$ cat config.mk
export PLATFORM = sky130hd
export DESIGN_NAME = crcw_engine
export DESIGN_NICKNAME = d
export VERILOG_FILES = /design/src/rtl/crcw_pkg.sv /design/src/rtl/crcw_bitrev.sv /design/src/rtl/crcw_fold.sv /design/src/rtl/crcw_regfile.sv /design/src/rtl/crcw_engine.sv
export SDC_FILE = /design/constraint.sdc
export NUM_CORES = 1
export LEC_CHECK = 0
export ABC_AREA = 0
export BUFFER_PORTS_ARGS = -buffer_cell sky130_fd_sc_hd__buf_2
export CAP_MARGIN = 20
export CORE_ASPECT_RATIO = 1.2
export CORE_MARGIN = 4
export CORE_UTILIZATION = 45
export CTS_BUF_LIST = sky130_fd_sc_hd__clkbuf_4 sky130_fd_sc_hd__clkbuf_8
export DETAILED_ROUTE_END_ITERATION = 8
export HOLD_SLACK_MARGIN = 0.03
export MAX_ROUTING_LAYER = met4
export PLACE_DENSITY = 0.58
export REMOVE_ABC_BUFFERS = 1
export SLEW_MARGIN = 20
export SYNTH_ARGS = -nofsm -noshare
export SYNTH_HDL_FRONTEND = slang
export SYNTH_SLANG_ARGS = --single-unit
$ cat constraint.sdc
create_clock -name clk_i -period 16.2 [get_ports clk_i]
set_clock_uncertainty 0.15 [all_clocks]
set_input_delay 1.62 -clock clk_i [delete_from_list [all_inputs] [get_ports clk_i]]
set_output_delay 1.62 -clock clk_i [all_outputs]
set_load 0.1 [all_outputs]
$ cat src/rtl/crcw_pkg.sv
package crcw_pkg;
  localparam int unsigned DW      = 32;
  localparam int unsigned OFF_DAT = 'h00;
  localparam int unsigned OFF_CTL = 'h08;
  localparam int unsigned OFF_INI = 'h10;
  localparam int unsigned OFF_PLY = 'h14;
  localparam int unsigned CTL_RLD = 0;
  localparam int unsigned REV_LSB = 5;
  localparam int unsigned REV_W   = 3;

  typedef struct packed {
    logic data_wr;
    logic reload;
  } crcw_cmd_t;
endpackage

$ cat src/rtl/crcw_bitrev.sv
module crcw_bitrev #(
  parameter int unsigned W = 32
) (
  input  logic [W-1:0] in_i,
  output logic [W-1:0] out_o
);
  for (genvar g = 0; g < W; g++) begin : g_rev
    assign out_o[g] = in_i[W-1-g];
  end
endmodule

$ cat src/rtl/crcw_fold.sv
module crcw_fold #(
  parameter int unsigned W = 32
) (
  input  logic [W-1:0] crc_i,
  input  logic [W-1:0] data_i,
  input  logic [W-1:0] poly_i,
  output logic [W-1:0] crc_o
);
  logic [W-1:0] stage [W+1];
  assign stage[0] = crc_i;

  // one serial step per data bit, MSB first
  for (genvar g = 0; g < W; g++) begin : g_step
    logic fb;
    assign fb = stage[g][W-1] ^ data_i[W-1-g];
    assign stage[g+1] = {stage[g][W-2:0], 1'b0} ^ (fb ? poly_i : '0);
  end

  assign crc_o = stage[W];
endmodule

$ cat src/rtl/crcw_regfile.sv
module crcw_regfile
  import crcw_pkg::*;
#(
  parameter int unsigned ADDR_W   = 8,
  parameter logic [DW-1:0] INIT_RST = 32'hFFFF_FFFF,
  parameter logic [DW-1:0] POLY_RST = 32'h04C1_1DB7
) (
  input  logic              clk_i,
  input  logic              rst_ni,
  input  logic              req_i,
  input  logic              we_i,
  input  logic [ADDR_W-1:0] addr_i,
  input  logic [DW-1:0]     wdata_i,
  output logic [DW-1:0]     init_o,
  output logic [DW-1:0]     poly_o,
  output logic              rev_o,
  output crcw_cmd_t         cmd_o,
  output logic              sel_dat_o,
  output logic              hit_o,
  output logic [DW-1:0]     rdata_o
);
  logic hit_dat, hit_ctl, hit_ini, hit_ply, wr;
  logic [DW-1:0]    init_q, poly_q;
  logic [REV_W-1:0] rev_q;

  assign hit_dat = addr_i == ADDR_W'(OFF_DAT);
  assign hit_ctl = addr_i == ADDR_W'(OFF_CTL);
  assign hit_ini = addr_i == ADDR_W'(OFF_INI);
  assign hit_ply = addr_i == ADDR_W'(OFF_PLY);
  assign hit_o   = hit_dat | hit_ctl | hit_ini | hit_ply;
  assign wr      = req_i & we_i;

  always_ff @(posedge clk_i or negedge rst_ni) begin
    if (!rst_ni) begin
      init_q <= INIT_RST;
      poly_q <= POLY_RST;
      rev_q  <= '0;
    end else if (wr) begin
      if (hit_ini) init_q <= wdata_i;
      if (hit_ply) poly_q <= wdata_i;
      if (hit_ctl) rev_q  <= wdata_i[REV_LSB +: REV_W];
    end
  end

  assign cmd_o.reload  = wr & hit_ctl & wdata_i[CTL_RLD];
  assign cmd_o.data_wr = wr & hit_dat;
  assign sel_dat_o     = hit_dat;
  assign init_o        = init_q;
  assign poly_o        = poly_q;
  assign rev_o         = &rev_q;

  always_comb begin
    rdata_o = '0;
    if (hit_ctl) rdata_o[REV_LSB +: REV_W] = rev_q;
    if (hit_ini) rdata_o = init_q;
    if (hit_ply) rdata_o = poly_q;
  end

  p_init_hold_r2: assert property (@(posedge clk_i) disable iff (!rst_ni)
    !(wr && hit_ini) |=> $stable(init_q));
  p_poly_hold_r10: assert property (@(posedge clk_i) disable iff (!rst_ni)
    !(wr && hit_ply) |=> $stable(poly_q));
endmodule

$ cat src/rtl/crcw_engine.sv
module crcw_engine
  import crcw_pkg::*;
#(
  parameter int unsigned   ADDR_W   = 8,
  parameter logic [DW-1:0] INIT_RST = 32'hFFFF_FFFF,
  parameter logic [DW-1:0] POLY_RST = 32'h04C1_1DB7
) (
  input  logic              clk_i,
  input  logic              rst_ni,
  input  logic              req_i,
  input  logic              we_i,
  input  logic [ADDR_W-1:0] addr_i,
  input  logic [31:0]       wdata_i,
  output logic [31:0]       rdata_o
);
  logic [DW-1:0] init, poly, reg_rdata, din_rev, din, crc_q, crc_nxt, crc_rev;
  logic          rev, sel_dat, hit;
  crcw_cmd_t     cmd;

  crcw_regfile #(.ADDR_W(ADDR_W), .INIT_RST(INIT_RST), .POLY_RST(POLY_RST)) u_regs (
    .clk_i, .rst_ni, .req_i, .we_i, .addr_i, .wdata_i,
    .init_o(init), .poly_o(poly), .rev_o(rev), .cmd_o(cmd),
    .sel_dat_o(sel_dat), .hit_o(hit), .rdata_o(reg_rdata)
  );

  crcw_bitrev #(.W(DW)) u_rev_in  (.in_i(wdata_i), .out_o(din_rev));
  crcw_bitrev #(.W(DW)) u_rev_out (.in_i(crc_q),   .out_o(crc_rev));

  assign din = rev ? din_rev : wdata_i;

  crcw_fold #(.W(DW)) u_fold (.crc_i(crc_q), .data_i(din), .poly_i(poly), .crc_o(crc_nxt));

  always_ff @(posedge clk_i or negedge rst_ni) begin
    if (!rst_ni)          crc_q <= INIT_RST;
    else if (cmd.reload)  crc_q <= init;
    else if (cmd.data_wr) crc_q <= crc_nxt;
  end

  always_comb begin
    if (sel_dat) rdata_o = rev ? crc_rev : crc_q;
    else         rdata_o = reg_rdata;
  end

  p_reload_r3: assert property (@(posedge clk_i) disable iff (!rst_ni)
    cmd.reload |=> crc_q == $past(init));
  p_hold_r5: assert property (@(posedge clk_i) disable iff (!rst_ni)
    !cmd.reload && !cmd.data_wr |=> $stable(crc_q));
  p_unmapped_r9: assert property (@(posedge clk_i) disable iff (!rst_ni)
    req_i && !we_i && !hit |-> rdata_o == '0);
  p_onecmd_r9: assert property (@(posedge clk_i) disable iff (!rst_ni)
    !req_i |-> !cmd.reload && !cmd.data_wr);
endmodule

== Word-level counts from Yosys, hierarchy flattened ==
Cells that the tools add are included.
Operators by class
  equality and inequality tests: 3
  multiplexer cells: 40
  bitwise logic cells: 68
  reduce and logical (&&, ||, !) cells: 6
Operators with widths (count)
  $mux W32: 39
  $xor A32 B32 Y32: 32
  $xor A1 B1 Y1: 32
  $eq A8 B5 Y1 const B: 2
  $eq A8 B4 Y1 const B: 1
  $logic_not A8 Y1: 1
  $reduce_and A2 Y1: 3
  $and A1 B1 Y1: 4
  $mux W3: 1
  $reduce_and A3 Y1: 1
  $reduce_bool A2 Y1: 1
Storage, ports and cells
  bits in registers: 99
  input port bits: 44
  output and inout port bits: 32
  logic and storage cells: 121

== Logic depth before layout (Yosys ltp) ==
Gate-level depths: netlist of run 1.
  depth after elaboration: 100
  depth in mapped cells: 59
  mapped depth without buffers: 44

== By module ==
From an unflattened synthesis of run 1, not the netlist that was laid out.
Second synthesis, totals
  cells, all modules: 3605
  area, all modules: 25528.2 µm²
By module, submodules not included
  crcw_fold: times used 1, cells each 3018, area an instance 19225.9 µm², sequential area each 0.0 µm²
  crcw_regfile: times used 1, cells each 242, area an instance 3226.8 µm², sequential area each 1734.2 µm²
  crcw_engine: times used 1, cells each 281, area an instance 2595.0 µm², sequential area each 840.8 µm²
  crcw_bitrev: times used 2, cells each 32, area an instance 240.2 µm², sequential area each 0.0 µm²

== Worst setup path after synthesis of run 1 ==
OpenSTA, ideal clock, no wires.
  path kind: input-to-reg
  start: in wdata_i[0]
  end: reg crc_q[7]
  library setup time: 72 ps
  arrival: 13778 ps
  required time: 15978 ps
  path slack: 2200 ps
  cell stages on the path: 53
  buffers on the path: 9
  path through: buf_2 -> xor2_1 -> mux2_4 -> buf_4 -> nand2_1 -> nor2_1 -> a21oi_1 -> nand4_1 -> a31oi_1 -> o22ai_1 -> o32a_1 -> and3_1 -> buf_2 -> o31ai_1 -> nor2_1 -> o211ai_1 -> buf_2 -> mux2i_1 -> (+17 left out) -> a311oi_2 -> xnor2_1 -> clkbuf_1 -> nand2_1 -> xnor3_1 -> nor4_1 -> or2_1 -> buf_2 -> o221ai_1 -> or2_1 -> xor2_2 -> nor3_1 -> a211oi_1 -> xor2_1 -> clkbuf_1 -> nand2_1 -> xnor3_1 -> o21ai_1
Between the ends
  cells in the longest elaborated chain, start to end: 99
  elaborated cells on any way between the ends: 101
  those cells by class: mux (35); bitwise (65); reduce/logical (1)
RTL lines
  start: declaration: RTL line crcw_engine.sv:13  | input logic [31:0] wdata_i,
  $mux W32: RTL line crcw_engine.sv:29  | assign din = rev ? din_rev : wdata_i;
  $xor A1 B1 Y1: RTL line crcw_fold.sv:15  | assign fb = stage[g][W-1] ^ data_i[W-1-g];
  $mux W32: RTL line crcw_fold.sv:16  | assign stage[g+1] = {stage[g][W-2:0], 1'b0} ^ (fb ? poly_i : '0);
  $xor A32 B32 Y32: RTL line crcw_fold.sv:16
  $xor A1 B1 Y1: RTL line crcw_fold.sv:15
  $mux W32: RTL line crcw_fold.sv:16
  $xor A32 B32 Y32: RTL line crcw_fold.sv:16
  $xor A1 B1 Y1: RTL line crcw_fold.sv:15
  (+83 left out)
  $xor A1 B1 Y1: RTL line crcw_fold.sv:15
  $mux W32: RTL line crcw_fold.sv:16
  $xor A32 B32 Y32: RTL line crcw_fold.sv:16
  $xor A1 B1 Y1: RTL line crcw_fold.sv:15
  $mux W32: RTL line crcw_fold.sv:16
  $xor A32 B32 Y32: RTL line crcw_fold.sv:16
  $mux W32: RTL line crcw_engine.sv:36  | else if (cmd.data_wr) crc_q <= crc_nxt;
  $mux W32: RTL line crcw_engine.sv:35  | else if (cmd.reload) crc_q <= init;
  end signal: assignment: RTL line crcw_engine.sv:35
  end signal: assignment: RTL line crcw_engine.sv:36
  end: declaration: RTL line crcw_engine.sv:16  | logic [DW-1:0] init, poly, reg_rdata, din_rev, din, crc_q, crc_nxt, crc_rev;
Several ways; a longest one is shown, not always the timed one. The select of a mux whose other input is x is not followed.
A chain may end at the register's enable or synchronous reset.

== Final worst setup path of run 1 ==
  start: in wdata_i[0]
  end: reg crc_q[11]
The elaborated chain is that of the path after synthesis.

==> results.tsv, run 1 <==
stage	metric	value	unit
grt	grt_use_met2	0.555	
yosys	synthMuxAreaShare	0.0686	
yosys	synth_fa_ha_area_frac	0	
clock_network	post_cts_hold_buffer_count	0	
flow_run	max-cap-violations	0	
grt	groute.usage.overall	0.337	
floorplanning	ios	76	
placement	placed_cell_area	0.0257	mm2
cells_and_area	postLayoutCellArea	0.0261	mm2
clock_network	cts_htree_levels	3	
route	drt-pass1-iter-count	6	
clock_network	ctsLongestPathBuffers	2	
sta	timing.final.setup_violations	0	
cells_and_area	finish.cell_count_without_fillers	4124	
yosys	area_fraction_in_compound_gates_after_synthesis	0.221	
cells_and_area	register_area	0.00258	mm2
yosys	synth_area_per_inst	7.00	um2
floorplanning	start_util	0.456	
route	total_number_of_vias	25800	
clock_network	cts_root_buf	sky130_fd_sc_hd__clkbuf_8	
route	detail_route.wl_per_cell	24.5	um
placement	gp_congestion	0.964	
route	remaining_drc_errors	0	
yosys	synthesis.yosys.warnings	0	
cells_and_area	drive_above_1_share	0.158	
grt	grt_first_pass_wirelength	152	mm
worst_setup_path	required	16.38	ns
floorplanning	core	0.0538	mm2
worst_setup_path	launching_element_type_of_the_critical_path	primary input	
placement	post-place-cells	4100	
route	via_per_inst	6.25	
grt	grt_remaining_overflow	0	
yosys	asyncSetResetFlopFracSynth	1.00	
placement	post-dp-hpwl	72.2	mm
cells_and_area	area_growth	6.60	%
floorplanning	die-area	0.0583	mm2
status	outcome	finished clean	
power_and_ir_drop	power_per_cell_area	56.7	mW/mm2
worst_setup_path	critical_path_buf_inv_count	3	
yosys	dominantRegCellSynth	sky130_fd_sc_hd__dfstp_2	
yosys	synth_top_family_by_area	XOR/XNOR gates	
floorplanning	floorplan.die.height	264	um
worst_setup_path	critical-path-slowest-cell	sky130_fd_sc_hd__or4_1	
clock_network	worst_skew_pair.late_latency	0.42	ns
yosys	synth_largest_area_cell	sky130_fd_sc_hd__xnor2_1	
yosys	ys_seq_area_frac	0.105	
clock_network	cts_sinks	99	
cells_and_area	nFillCells	5467	
grt	grt.met1_usage	0.421	
yosys	post_synth_num_cell_types	116	
sta	min_period_over_period	0.962	
placement	buffer_ports.inserted	75	
route	route.antenna.remaining_nets	0	
floorplanning	fp.dieW	221	um
placement	pre_cts_slack	-0.132	ns
sta	timing.final.hold_violations	0	
route	drt-total-wl	101	mm
grt	grt_antenna_before_repair	1	
worst_setup_path	timing.critical_path.slowest_cell_delay	0.57	ns
grt	use_met3	0.0323	
clock_network	clk_pin_slew	0.10	ns
yosys	synth_seq_cells	99	
power_and_ir_drop	report.power.total	1.48	mW
sta	postLayoutSetupSlackWorst	0.624	ns
power_and_ir_drop	irDropWorstVdd	0.0469	mV
sta	layout_min_cycle_time	15.58	ns
yosys	simple_gate_area_share_of_the_yosys_netlist	0.213	
yosys	postSynthCellCount	3499	
grt	grt_start_max_net_pins	55	
grt	grt-busiest-layer	met2	
sta	max_slew_violation_total_from_the_final_report	0	
yosys	synth.top_cell.area_share	0.264	
cells_and_area	final_cell_mix	772 x sky130_fd_sc_hd__nand2_1, 728 x sky130_fd_sc_hd__xnor2_1, 249 x sky130_fd_sc_hd__nor2_1, 152 x sky130_fd_sc_hd__buf_4, 147 x sky130_fd_sc_hd__a21oi_1	
sta	worst_pin_slew	1.12	ns
cells_and_area	layout.cells.most_common	sky130_fd_sc_hd__nand2_1	
route	initialDrtViolationCount	2492	
sta	setup_tns_after_final_layout	0	ns
yosys	synth_enable_flop_cells	0	
power_and_ir_drop	standby_leakage_power	8.63	nW
floorplanning	rows	93	
sta	max_clock_freq	64.2	MHz
worst_setup_path	crit_family	compound AO/OA/AOI/OAI gates	
worst_hold_path	holdCritPathClass	register to register	
yosys	synth_xor_xnor_area_share	0.333	
worst_setup_path	timing.critical_path.fanout_max	32	
cells_and_area	num-nets-final	3450	
worst_setup_path	critPathKind	primary input to register	
clock_network	num_cts_buffers	9	
yosys	synthesis.area	0.0245	mm2
cells_and_area	multi_input_gate_area	0.0208	mm2
worst_setup_path	timing.critical_path.to_type	register	
worst_setup_path	critPathArrivalTime	15.76	ns
yosys	largest_cells_by_area_after_synthesis	sky130_fd_sc_hd__xnor2_1 26%, sky130_fd_sc_hd__nand2_1 12%, sky130_fd_sc_hd__dfstp_2 8.4%, sky130_fd_sc_hd__mux2_2 4.7%, sky130_fd_sc_hd__nor2_1 3.9%	
grt	grt_pass1_vias	24600	
sta	worst_slew_margin_rel	0.256	
clock_network	tritoncts	yes	
==> flip-flops by register name, indices dropped and copies added, names as in the netlist <==
| register | flops |
|---|---|
| u_regs.rev_q | 3 |
| u_regs.init_o | 32 |
| crc_q | 32 |
| u_regs.poly_o | 32 |
==> through the flow <==
step	utilization	hold slack (ns)
2_1_floorplan	-	0.367
3_3_place_gp	0.478	0.411
3_5_place_dp	0.478	0.424
4_1_cts	0.482	0.445
5_1_grt	0.486	0.477
6_report	0.486	0.446
==> area by class of cell <==
cell class | instances | share of cell area
antenna | 1 | 0.0000958
multi-input combinational | 3034 | 0.795
clock inverter | 3 | 0.00177
timing repair buffer | 228 | 0.0591
inverter | 34 | 0.00489
clock buffer | 13 | 0.00661
tap | 712 | 0.0341
sequential | 99 | 0.0989
==> cell families (layout without fill, tap and decap cells) <==
family                    count (synthesis)  after routing
AOI/OAI and AO/OA                       795            795
buffers and inverters                   367            278
DFF                                      99             99
other                                     0              1
muxes                                   153            154
xor gates and xnor gates                846            846
and+or+nand+nor                        1239           1239
==> power breakdown <==
| group | switching [mW] | internal [mW] | total, mW |
|---|---|---|---|
| sequential | 0.0170 | 0.264 | 0.281 |
| combinational | 0.606 | 0.409 | 1.01 |
| clock | 0.0998 | 0.0862 | 0.186 |
| total | 0.723 | 0.759 | 1.48 |
==> synth_stat cells (7+ instances only) <==
cell type / n
sky130_fd_sc_hd__nand2_1: 772
sky130_fd_sc_hd__xnor2_1: 738
sky130_fd_sc_hd__nor2_1: 255
sky130_fd_sc_hd__clkbuf_1: 229
sky130_fd_sc_hd__a21oi_1: 148
sky130_fd_sc_hd__mux2_2: 102
sky130_fd_sc_hd__o21ai_0: 102
sky130_fd_sc_hd__o21ai_1: 84
sky130_fd_sc_hd__o22ai_1: 81
sky130_fd_sc_hd__dfstp_2: 78
sky130_fd_sc_hd__buf_1: 72
sky130_fd_sc_hd__a211oi_1: 64
sky130_fd_sc_hd__a22oi_1: 62
sky130_fd_sc_hd__a32oi_1: 58
sky130_fd_sc_hd__xor2_1: 51
sky130_fd_sc_hd__mux2i_1: 47
sky130_fd_sc_hd__xnor3_1: 42
sky130_fd_sc_hd__nor3_1: 36
sky130_fd_sc_hd__nand3_1: 31
sky130_fd_sc_hd__inv_1: 27
sky130_fd_sc_hd__buf_2: 25
sky130_fd_sc_hd__and3_1: 22
sky130_fd_sc_hd__dfrtp_1: 21
sky130_fd_sc_hd__o211ai_1: 21
sky130_fd_sc_hd__nand4_1: 20
sky130_fd_sc_hd__a211o_1: 15
sky130_fd_sc_hd__a31oi_1: 15
sky130_fd_sc_hd__nor2b_1: 12
sky130_fd_sc_hd__or3_1: 12
sky130_fd_sc_hd__and4_1: 11
sky130_fd_sc_hd__nor4_1: 11
sky130_fd_sc_hd__or2_1: 9
sky130_fd_sc_hd__a31o_2: 8
sky130_fd_sc_hd__and2_1: 8
sky130_fd_sc_hd__o211a_1: 8
sky130_fd_sc_hd__o31ai_1: 8
sky130_fd_sc_hd__a21o_1: 7
sky130_fd_sc_hd__clkinv_1: 7
sky130_fd_sc_hd__o221ai_1: 7
==> worst register-to-register path: cells and delay by family, from the launching register on <==
kind	cells	cell delay, ns
buffers and inverters	3	0.89
XOR/XNOR	9	3.27
multiplexers	5	1.60
flip-flops	1	0.42
AND/OR/NAND/NOR	11	4.04
AO/OA/AOI/OAI	18	4.66
==> per-layer routing <==
| layer | wire length, um | part of all wire |
|---|---|---|
| met2 | 47600 | 0.47 |
| met3 | 6460 | 0.064 |
| met5 | 0 | 0 |
| met4 | 5620 | 0.056 |
| met1 | 41200 | 0.41 |
==> final timing paths <==
path	from	end	slack (ns)	depth (start not counted)
worst max register to register	u_regs.rev_q[2]$_DFFE_PN0P_	crc_q[11]$_DFFE_PN1P_	1.10	46
worst min-delay path	u_regs.rev_q[1]$_DFFE_PN0P_	u_regs.rev_q[1]$_DFFE_PN0P_	0.45	1
worst min register to register	u_regs.rev_q[1]$_DFFE_PN0P_	u_regs.rev_q[1]$_DFFE_PN0P_	0.45	1
max in group asynchronous	rst_ni	u_regs.poly_o[28]$_DFFE_PN0P_	13.53	2
worst max-delay path	wdata_i[0]	crc_q[11]$_DFFE_PN1P_	0.62	47
min in group asynchronous	rst_ni	u_regs.poly_o[13]$_DFFE_PN0P_	1.08	1
==> timing repair <==
item | 4_1_cts | 5_1_grt
gates resized for setup | 0 | 27
buffers inserted | 0 | 6
endpoints found under the setup margin | 0 | 32
No activity file was read; power rests on OpenSTA's default activity.
==> run 2: changes to the inputs <==
--- a/config.mk
+++ b/config.mk
@@ -6,16 +6,16 @@
 export NUM_CORES = 1
 export LEC_CHECK = 0
 export ABC_AREA = 0
-export BUFFER_PORTS_ARGS = -buffer_cell sky130_fd_sc_hd__buf_2
 export CAP_MARGIN = 20
 export CORE_ASPECT_RATIO = 1.2
 export CORE_MARGIN = 4
 export CORE_UTILIZATION = 45
 export CTS_BUF_LIST = sky130_fd_sc_hd__clkbuf_4 sky130_fd_sc_hd__clkbuf_8
 export DETAILED_ROUTE_END_ITERATION = 8
+export DONT_BUFFER_PORTS = 1
 export HOLD_SLACK_MARGIN = 0.03
 export MAX_ROUTING_LAYER = met4
-export PLACE_DENSITY = 0.58
+export PLACE_DENSITY = 0.57
 export REMOVE_ABC_BUFFERS = 1
 export SLEW_MARGIN = 20
 export SYNTH_ARGS = -nofsm -noshare
==> run 2 against run 1 <==
  * First-iteration DRC count decreased by 0.64%
  * Sequential share of layout area is 0.11 points higher
  * Critical path type unchanged
  * Non-clock buffer count fell by 78
  * Clock-buffer cell count fell by 2
  * Clock power shrank 13%
  * Via count is 2.1% lower
  * Highest routed layer unchanged
  * Final cell count fell by 1.8%
  * Critical path depth increased by 1
  * Register-to-register slack got worse by 0.21 ns
  * Setup slack gained 0.060 ns
  * Sequential cell count is the same
==> results.tsv, run 2 (synthesis gave the netlist of run 1 again) <==
stage	metric	value	unit	change
cells_and_area	drive_above_1_share	0.148		-0.0101
cells_and_area	layout.cells.most_common	sky130_fd_sc_hd__nand2_1		
floorplanning	core	0.0538	mm2	unchanged
worst_setup_path	critical_path.most_common_cell	sky130_fd_sc_hd__buf_4		
worst_setup_path	critical_path.reg2reg.endpoint	crc_q[22]$_DFFE_PN1P_		
grt	grt_pass1_vias	23900		-2.9%
worst_setup_path	launching_element_type_of_the_critical_path	primary input		
placement	placed_cell_area	0.0254	mm2	-1.1%
grt	grt.met1_usage	0.423		+0.00146
worst_hold_path	holdCritPathClass	register to register		
sta	timing.final.hold_violations	0		unchanged
flow_run	max-cap-violations	0		unchanged
cells_and_area	postLayoutCellArea	0.0258	mm2	-1.1%
worst_setup_path	required	16.39	ns	about the same
power_and_ir_drop	power_per_cell_area	58.0	mW/mm2	+2.3%
placement	post-dp-hpwl	71.2	mm	-1.4%
grt	grt_use_met2	0.523		-0.0316
worst_setup_path	timing.critical_path.fanout_max	38		+19%
sta	max_clock_freq	64.4	MHz	+0.39%
clock_network	ctsLongestPathBuffers	2		unchanged
status	outcome	finished clean		
clock_network	cts_sinks	99		unchanged
grt	grt_remaining_overflow	0		unchanged
worst_hold_path	min_path_cells	1		unchanged
clock_network	cts_root_buf	sky130_fd_sc_hd__clkbuf_8		
route	detail_route.wl_per_cell	24.7	um	+0.83%
clock_network	clk_pin_slew	0.10	ns	about the same
route	initialDrtViolationCount	2476		-0.64%
worst_setup_path	timing.critical_path.slowest_cell_delay	0.55	ns	-0.02 ns
sta	timing.final.setup_violations	0		unchanged
power_and_ir_drop	irDropWorstVdd	0.0661	mV	+41%
clock_network	worst_skew_pair.late_latency	0.42	ns	about the same
clock_network	num_cts_buffers	9		unchanged
cells_and_area	area_growth	5.45	%	
sta	min_period_over_period	0.958		-0.00369
grt	groute.usage.overall	0.331		-0.00572
cells_and_area	final_cell_mix	772 x sky130_fd_sc_hd__nand2_1, 727 x sky130_fd_sc_hd__xnor2_1, 221 x sky130_fd_sc_hd__nor2_1, 149 x sky130_fd_sc_hd__buf_4, 147 x sky130_fd_sc_hd__a21oi_1		
sta	max_slew_violation_total_from_the_final_report	0		unchanged
route	total_number_of_vias	25200		-2.1%
clock_network	cts_htree_levels	3		unchanged
grt	grt_start_max_net_pins	100		+82%
worst_hold_path	hp-start	u_regs.rev_q[2]$_DFFE_PN0P_		
grt	grt_first_pass_wirelength	150	mm	-1.9%
sta	worst_slew_margin_rel	0.258		+0.00244
worst_setup_path	timing.critical_path.to_type	register		
floorplanning	fp.dieW	221	um	unchanged
floorplanning	ios	76		unchanged
placement	buffer_ports.inserted	0		-100%
worst_setup_path	critical-path-slowest-cell	sky130_fd_sc_hd__or4b_4		
route	route.antenna.remaining_nets	0		unchanged
worst_setup_path	worst_r2r_path_depth	47		+2.2%
cells_and_area	num-nets-final	3373		-2.2%
power_and_ir_drop	standby_leakage_power	8.25	nW	-4.3%
floorplanning	start_util	0.456		unchanged
worst_setup_path	crit-reg2reg-launch	u_regs.rev_q[0]$_DFFE_PN0P_		
route	drt-pass1-iter-count	5		-1
worst_hold_path	hold_path_end	u_regs.rev_q[2]$_DFFE_PN0P_		
placement	gp_congestion	0.981		+1.7%
worst_setup_path	regToRegSetupSlack	0.89	ns	-0.21 ns
route	drt-total-wl	99.9	mm	-1.0%
floorplanning	rows	93		unchanged
clock_network	post_cts_hold_buffer_count	0		unchanged
sta	worst_pin_slew	1.11	ns	-0.00381 ns
cells_and_area	nFillCells	5456		-0.20%
worst_setup_path	critPathKind	primary input to register		
grt	grt_antenna_before_repair	2		+1
cells_and_area	finish.cell_count_without_fillers	4048		-1.8%
placement	post-place-cells	4027		-1.8%
clock_network	tritoncts	yes		
grt	use_met3	0.0274		-0.00491
sta	layout_min_cycle_time	15.52	ns	-0.0597 ns
floorplanning	floorplan.die.height	264	um	unchanged
route	remaining_drc_errors	0		unchanged
grt	grt-busiest-layer	met2		
route	via_per_inst	6.24		-0.23%
worst_setup_path	critPathArrivalTime	15.71	ns	-0.05 ns
floorplanning	die-area	0.0583	mm2	unchanged
run 2: how the worst max path moves through the flow:
stage                                              from                     to  slack, ns  cells past startpoint
final                                        wdata_i[0]  crc_q[22]$_DFFE_PN1P_       0.68                     48
after global routing                         wdata_i[0]  crc_q[12]$_DFFE_PN1P_      -0.05                     48
after CTS                                   wdata_i[31]  crc_q[13]$_DFFE_PN1P_       0.29                     48
after detailed placement                    wdata_i[31]  crc_q[15]$_DFFE_PN1P_      -0.06                     48
after global placement                      wdata_i[31]  crc_q[17]$_DFFE_PN1P_       0.17                     47
after floorplan           u_regs.poly_o[31]$_DFFE_PN0P_   crc_q[9]$_DFFE_PN1P_      -6.93                     43
run 2: cell type report:
| cell class | instances | area [um2] | area share |
|---|---|---|---|
| Sequential cell | 99 | 2580 | 0.0999 |
| Tap cell | 712 | 891 | 0.0345 |
| Clock inverter | 5 | 38.8 | 0.00150 |
| Multi-Input combinational cell | 3035 | 20900 | 0.810 |
| Antenna cell | 2 | 5.00 | 0.000194 |
| Inverter | 34 | 128 | 0.00494 |
| Clock buffer | 11 | 139 | 0.00537 |
| Timing Repair Buffer | 150 | 1140 | 0.0441 |
run 2: timing repair:
item | CTS | global route
setup endpoints to repair | 0 | 32
buffers inserted | 0 | 1
resized for setup | 0 | 32
run 2: worst max-delay path: cells and delay by family:
kind | cells | cell delay, ns
mux | 6 | 1.68
simple gates | 8 | 2.89
buf+inv | 5 | 1.02
compound gates | 21 | 5.52
xor+xnor | 8 | 2.94
run 2: where the power goes:
part / leakage, nW / internal [mW] / switching [mW] / total, mW
Combinational: 7.08 / 0.423 / 0.628 / 1.05
Clock: 0.0843 / 0.0602 / 0.100 / 0.161
Sequential: 1.09 / 0.265 / 0.0227 / 0.288
Total: 8.25 / 0.748 / 0.751 / 1.50
run 2: metrics by stage:
stage / TNS, ns / hold slack [ns] / worst slack [ns] / utilization / total power, mW
6_report: 0 / 0.433 / 0.683 / 0.481 / 1.50
5_1_grt: -0.421 / 0.469 / -0.0495 / 0.481 / 1.56
4_1_cts: 0 / 0.433 / 0.290 / 0.476 / 1.47
3_5_place_dp: -0.467 / 0.410 / -0.0633 / 0.473 / 1.31
3_3_place_gp: 0 / 0.409 / 0.175 / 0.473 / 1.30
2_1_floorplan: -218.70 / 0.367 / -6.93 / - / 0.903
run 2: per-layer routing:
metal | part of all wire | up-vias
li1 | - | 11700
met1 | 0.42 | 12200
met2 | 0.46 | 1103
met3 | 0.062 | 245
met4 | 0.063 | 0
met5 | 0 | -
==> run 3: changes to the inputs <==
==> constraint.sdc (replaced) <==
create_clock -name clk_i -period 16.2 [get_ports clk_i]
set_clock_uncertainty 0.15 [all_clocks]
set_input_delay 0.81 -clock clk_i [delete_from_list [all_inputs] [get_ports clk_i]]
set_output_delay 0.81 -clock clk_i [all_outputs]
set_load 0.1 [all_outputs]
==> run 3 against run 2 <==
  * Sequential cell count unchanged
  * Routed wire length fell by 0.89%
  * Combinational power decreased by 4%
  * Design area is 0.86% lower
  * Non-clock buffer count is 19 lower
  * Register-to-register slack got worse by 0.06 ns
  * Utilization fell by 0.41 points
  * Clock-buffer cell count rose by 1
  * Setup slack improved by 0.15 ns
  * Clock power increased by 19%
==> results.tsv, run 3 (synthesis gave the netlist of run 1 again) <==
stage	metric	value	unit	change
grt	grt.met1_usage	0.427		+0.00424
power_and_ir_drop	standby_leakage_power	8.18	nW	-0.94%
worst_setup_path	critPathKind	register to register		
placement	post-dp-hpwl	70.7	mm	-0.74%
cells_and_area	drive_above_1_share	0.140		-0.00751
clock_network	num_cts_buffers	9		unchanged
route	via_per_inst	6.27		+0.55%
flow_run	max-cap-violations	0		unchanged
clock_network	tritoncts	yes		
floorplanning	die-area	0.0583	mm2	unchanged
power_and_ir_drop	irDropWorstVdd	0.0663	mV	+0.17%
worst_setup_path	critical-path-slowest-cell	sky130_fd_sc_hd__dfstp_2		
sta	timing.final.setup_violations	0		unchanged
worst_setup_path	critPathArrivalTime	15.55	ns	-0.16 ns
cells_and_area	final_util	0.477		-0.00412
placement	gp_congestion	0.979		-0.19%
grt	use_met3	0.0325		+0.00502
clock_network	cts_sinks	99		unchanged
worst_setup_path	crit-reg2reg-launch	crc_q[31]$_DFFE_PN1P_		
cells_and_area	postLayoutCellArea	0.0256	mm2	-0.86%
route	total_number_of_vias	25300		+0.028%
route	drt-pass1-iter-count	8		+3
floorplanning	core	0.0538	mm2	unchanged
route	route.antenna.remaining_nets	0		unchanged
sta	min_period_over_period	0.949		-0.00930
worst_setup_path	startpoint	crc_q[31]$_DFFE_PN1P_		
floorplanning	floorplan.die.height	264	um	unchanged
sta	max_slew_violation_total_from_the_final_report	0		unchanged
sta	max_clock_freq	65.1	MHz	+0.98%
route	drt-total-wl	99.0	mm	-0.89%
floorplanning	fp.dieW	221	um	unchanged
route	initialDrtViolationCount	2540		+2.6%
sta	layout_min_cycle_time	15.37	ns	-0.151 ns
placement	buffer_ports.inserted	0		unchanged
cells_and_area	register_area	0.00258	mm2	unchanged
cells_and_area	final_cell_mix	772 x sky130_fd_sc_hd__nand2_1, 727 x sky130_fd_sc_hd__xnor2_1, 220 x sky130_fd_sc_hd__nor2_1, 147 x sky130_fd_sc_hd__a21oi_1, 129 x sky130_fd_sc_hd__buf_4		
grt	grt-busiest-layer	met2		
grt	grt_use_met2	0.519		-0.00417
grt	grt_start_max_net_pins	80		-20%
worst_hold_path	holdCritPathClass	primary input to async pin		
cells_and_area	num-nets-final	3352		-0.62%
floorplanning	ios	76		unchanged
sta	timing.final.hold_violations	0		unchanged
route	remaining_drc_errors	0		unchanged
grt	grt_antenna_before_repair	2		unchanged
status	outcome	finished clean		
worst_setup_path	timing.critical_path.slowest_cell_delay	0.70	ns	+0.15 ns
sta	worst_pin_slew	1.12	ns	+0.00415 ns
sta	rsz_0062_raised_after_global_routing	no		
clock_network	clk_pin_slew	0.10	ns	about the same
sta	worst_slew_margin_rel	0.256		-0.00267
clock_network	cts_root_buf	sky130_fd_sc_hd__clkbuf_8		
clock_network	worst_skew_pair.late_latency	0.41	ns	about the same
floorplanning	start_util	0.456		unchanged
worst_setup_path	timing.critical_path.to_type	register		
cells_and_area	area_growth	4.55	%	
clock_network	ctsLongestPathBuffers	2		unchanged
worst_setup_path	launching_element_type_of_the_critical_path	register		
sta	setup_tns_after_final_layout	0	ns	unchanged
worst_setup_path	timing.critical_path.fanout_max	32		-16%
cells_and_area	layout.cells.most_common	sky130_fd_sc_hd__nand2_1		
grt	grt_remaining_overflow	0		unchanged
placement	placed_cell_area	0.0252	mm2	-0.68%
grt	grt_pass1_vias	24000		+0.44%
worst_setup_path	required	16.39	ns	about the same
cells_and_area	multi_input_gate_area	0.0208	mm2	-0.67%
clock_network	cts_htree_levels	3		unchanged
grt	groute.usage.overall	0.333		+0.00154
cells_and_area	nFillCells	5511		+1.0%
route	detail_route.wl_per_cell	24.6	um	-0.38%
grt	grt_first_pass_wirelength	151	mm	+0.64%
floorplanning	rows	93		unchanged
power_and_ir_drop	power_per_cell_area	58.1	mW/mm2	+0.13%
==> run 3: layer usage <==
metal  vias to the layer above  share of wire
met4                         0          0.067
li1                      11600              -
met2                      1173           0.45
met3                       286          0.063
met5                         -              0
met1                     12200           0.42
==> run 3: critical path: cells and delay by family, from the launching register on <==
| kind | cells | cell delay [ns] |
|---|---|---|
| compound gates | 23 | 6.29 |
| buf+inv | 4 | 0.94 |
| xor+xnor | 8 | 2.87 |
| simple gates | 7 | 2.30 |
| flops | 1 | 0.70 |
| mux | 6 | 1.96 |
==> run 3: what timing repair did <==
item	in CTS	in global routing
hold buffers	1	0
hold endpoints to repair	21	0
buffers inserted	0	5
setup endpoints to repair	0	32
gates resized for setup	0	16
==> run 3: stage by stage <==
stage                     hold WS (ns)  power (mW)  worst slack [ns]  std cells
after detailed placement         0.368        1.29             0.499       4003
after global routing            0.0646        1.56           0.00269       4026
after global placement           0.368        1.27             0.894       4003
final                           0.0878        1.49             0.834       4027
after CTS                       0.0715        1.48             0.437       4020
after floorplan                  0.364       0.903             -6.93       3166
==> run 3: power by group <==
part	total (mW)	internal [mW]	switching (mW)
Clock	0.192	0.0949	0.0970
Combinational	1.01	0.405	0.606
Sequential	0.286	0.265	0.0213
==> run 3: worst paths after layout <==
kind | slack (ns) | depth (start not counted) | to
setup reg to reg | 0.83 | 48 | crc_q[18]$_DFFE_PN1P_
hold / removal | 0.09 | 0 | u_regs.poly_o[11]$_DFFE_PN1P_
max in group asynchronous | 15.58 | 1 | u_regs.poly_o[30]$_DFFE_PN0P_
setup / recovery | 0.83 | 48 | crc_q[18]$_DFFE_PN1P_
min in group clk_i | 0.40 | 1 | u_regs.poly_o[29]$_DFFE_PN0P_
hold reg to reg | 0.45 | 1 | u_regs.rev_q[2]$_DFFE_PN0P_
==> run 3: final cells by class <==
cell class / instances / share of cell area
Antenna cell: 2 / 0.000195
Clock buffer: 12 / 0.00596
Clock inverter: 4 / 0.00288
Inverter: 34 / 0.00498
Multi-Input combinational cell: 3033 / 0.811
Sequential cell: 99 / 0.101
Tap cell: 712 / 0.0348
Timing Repair Buffer: 131 / 0.0394
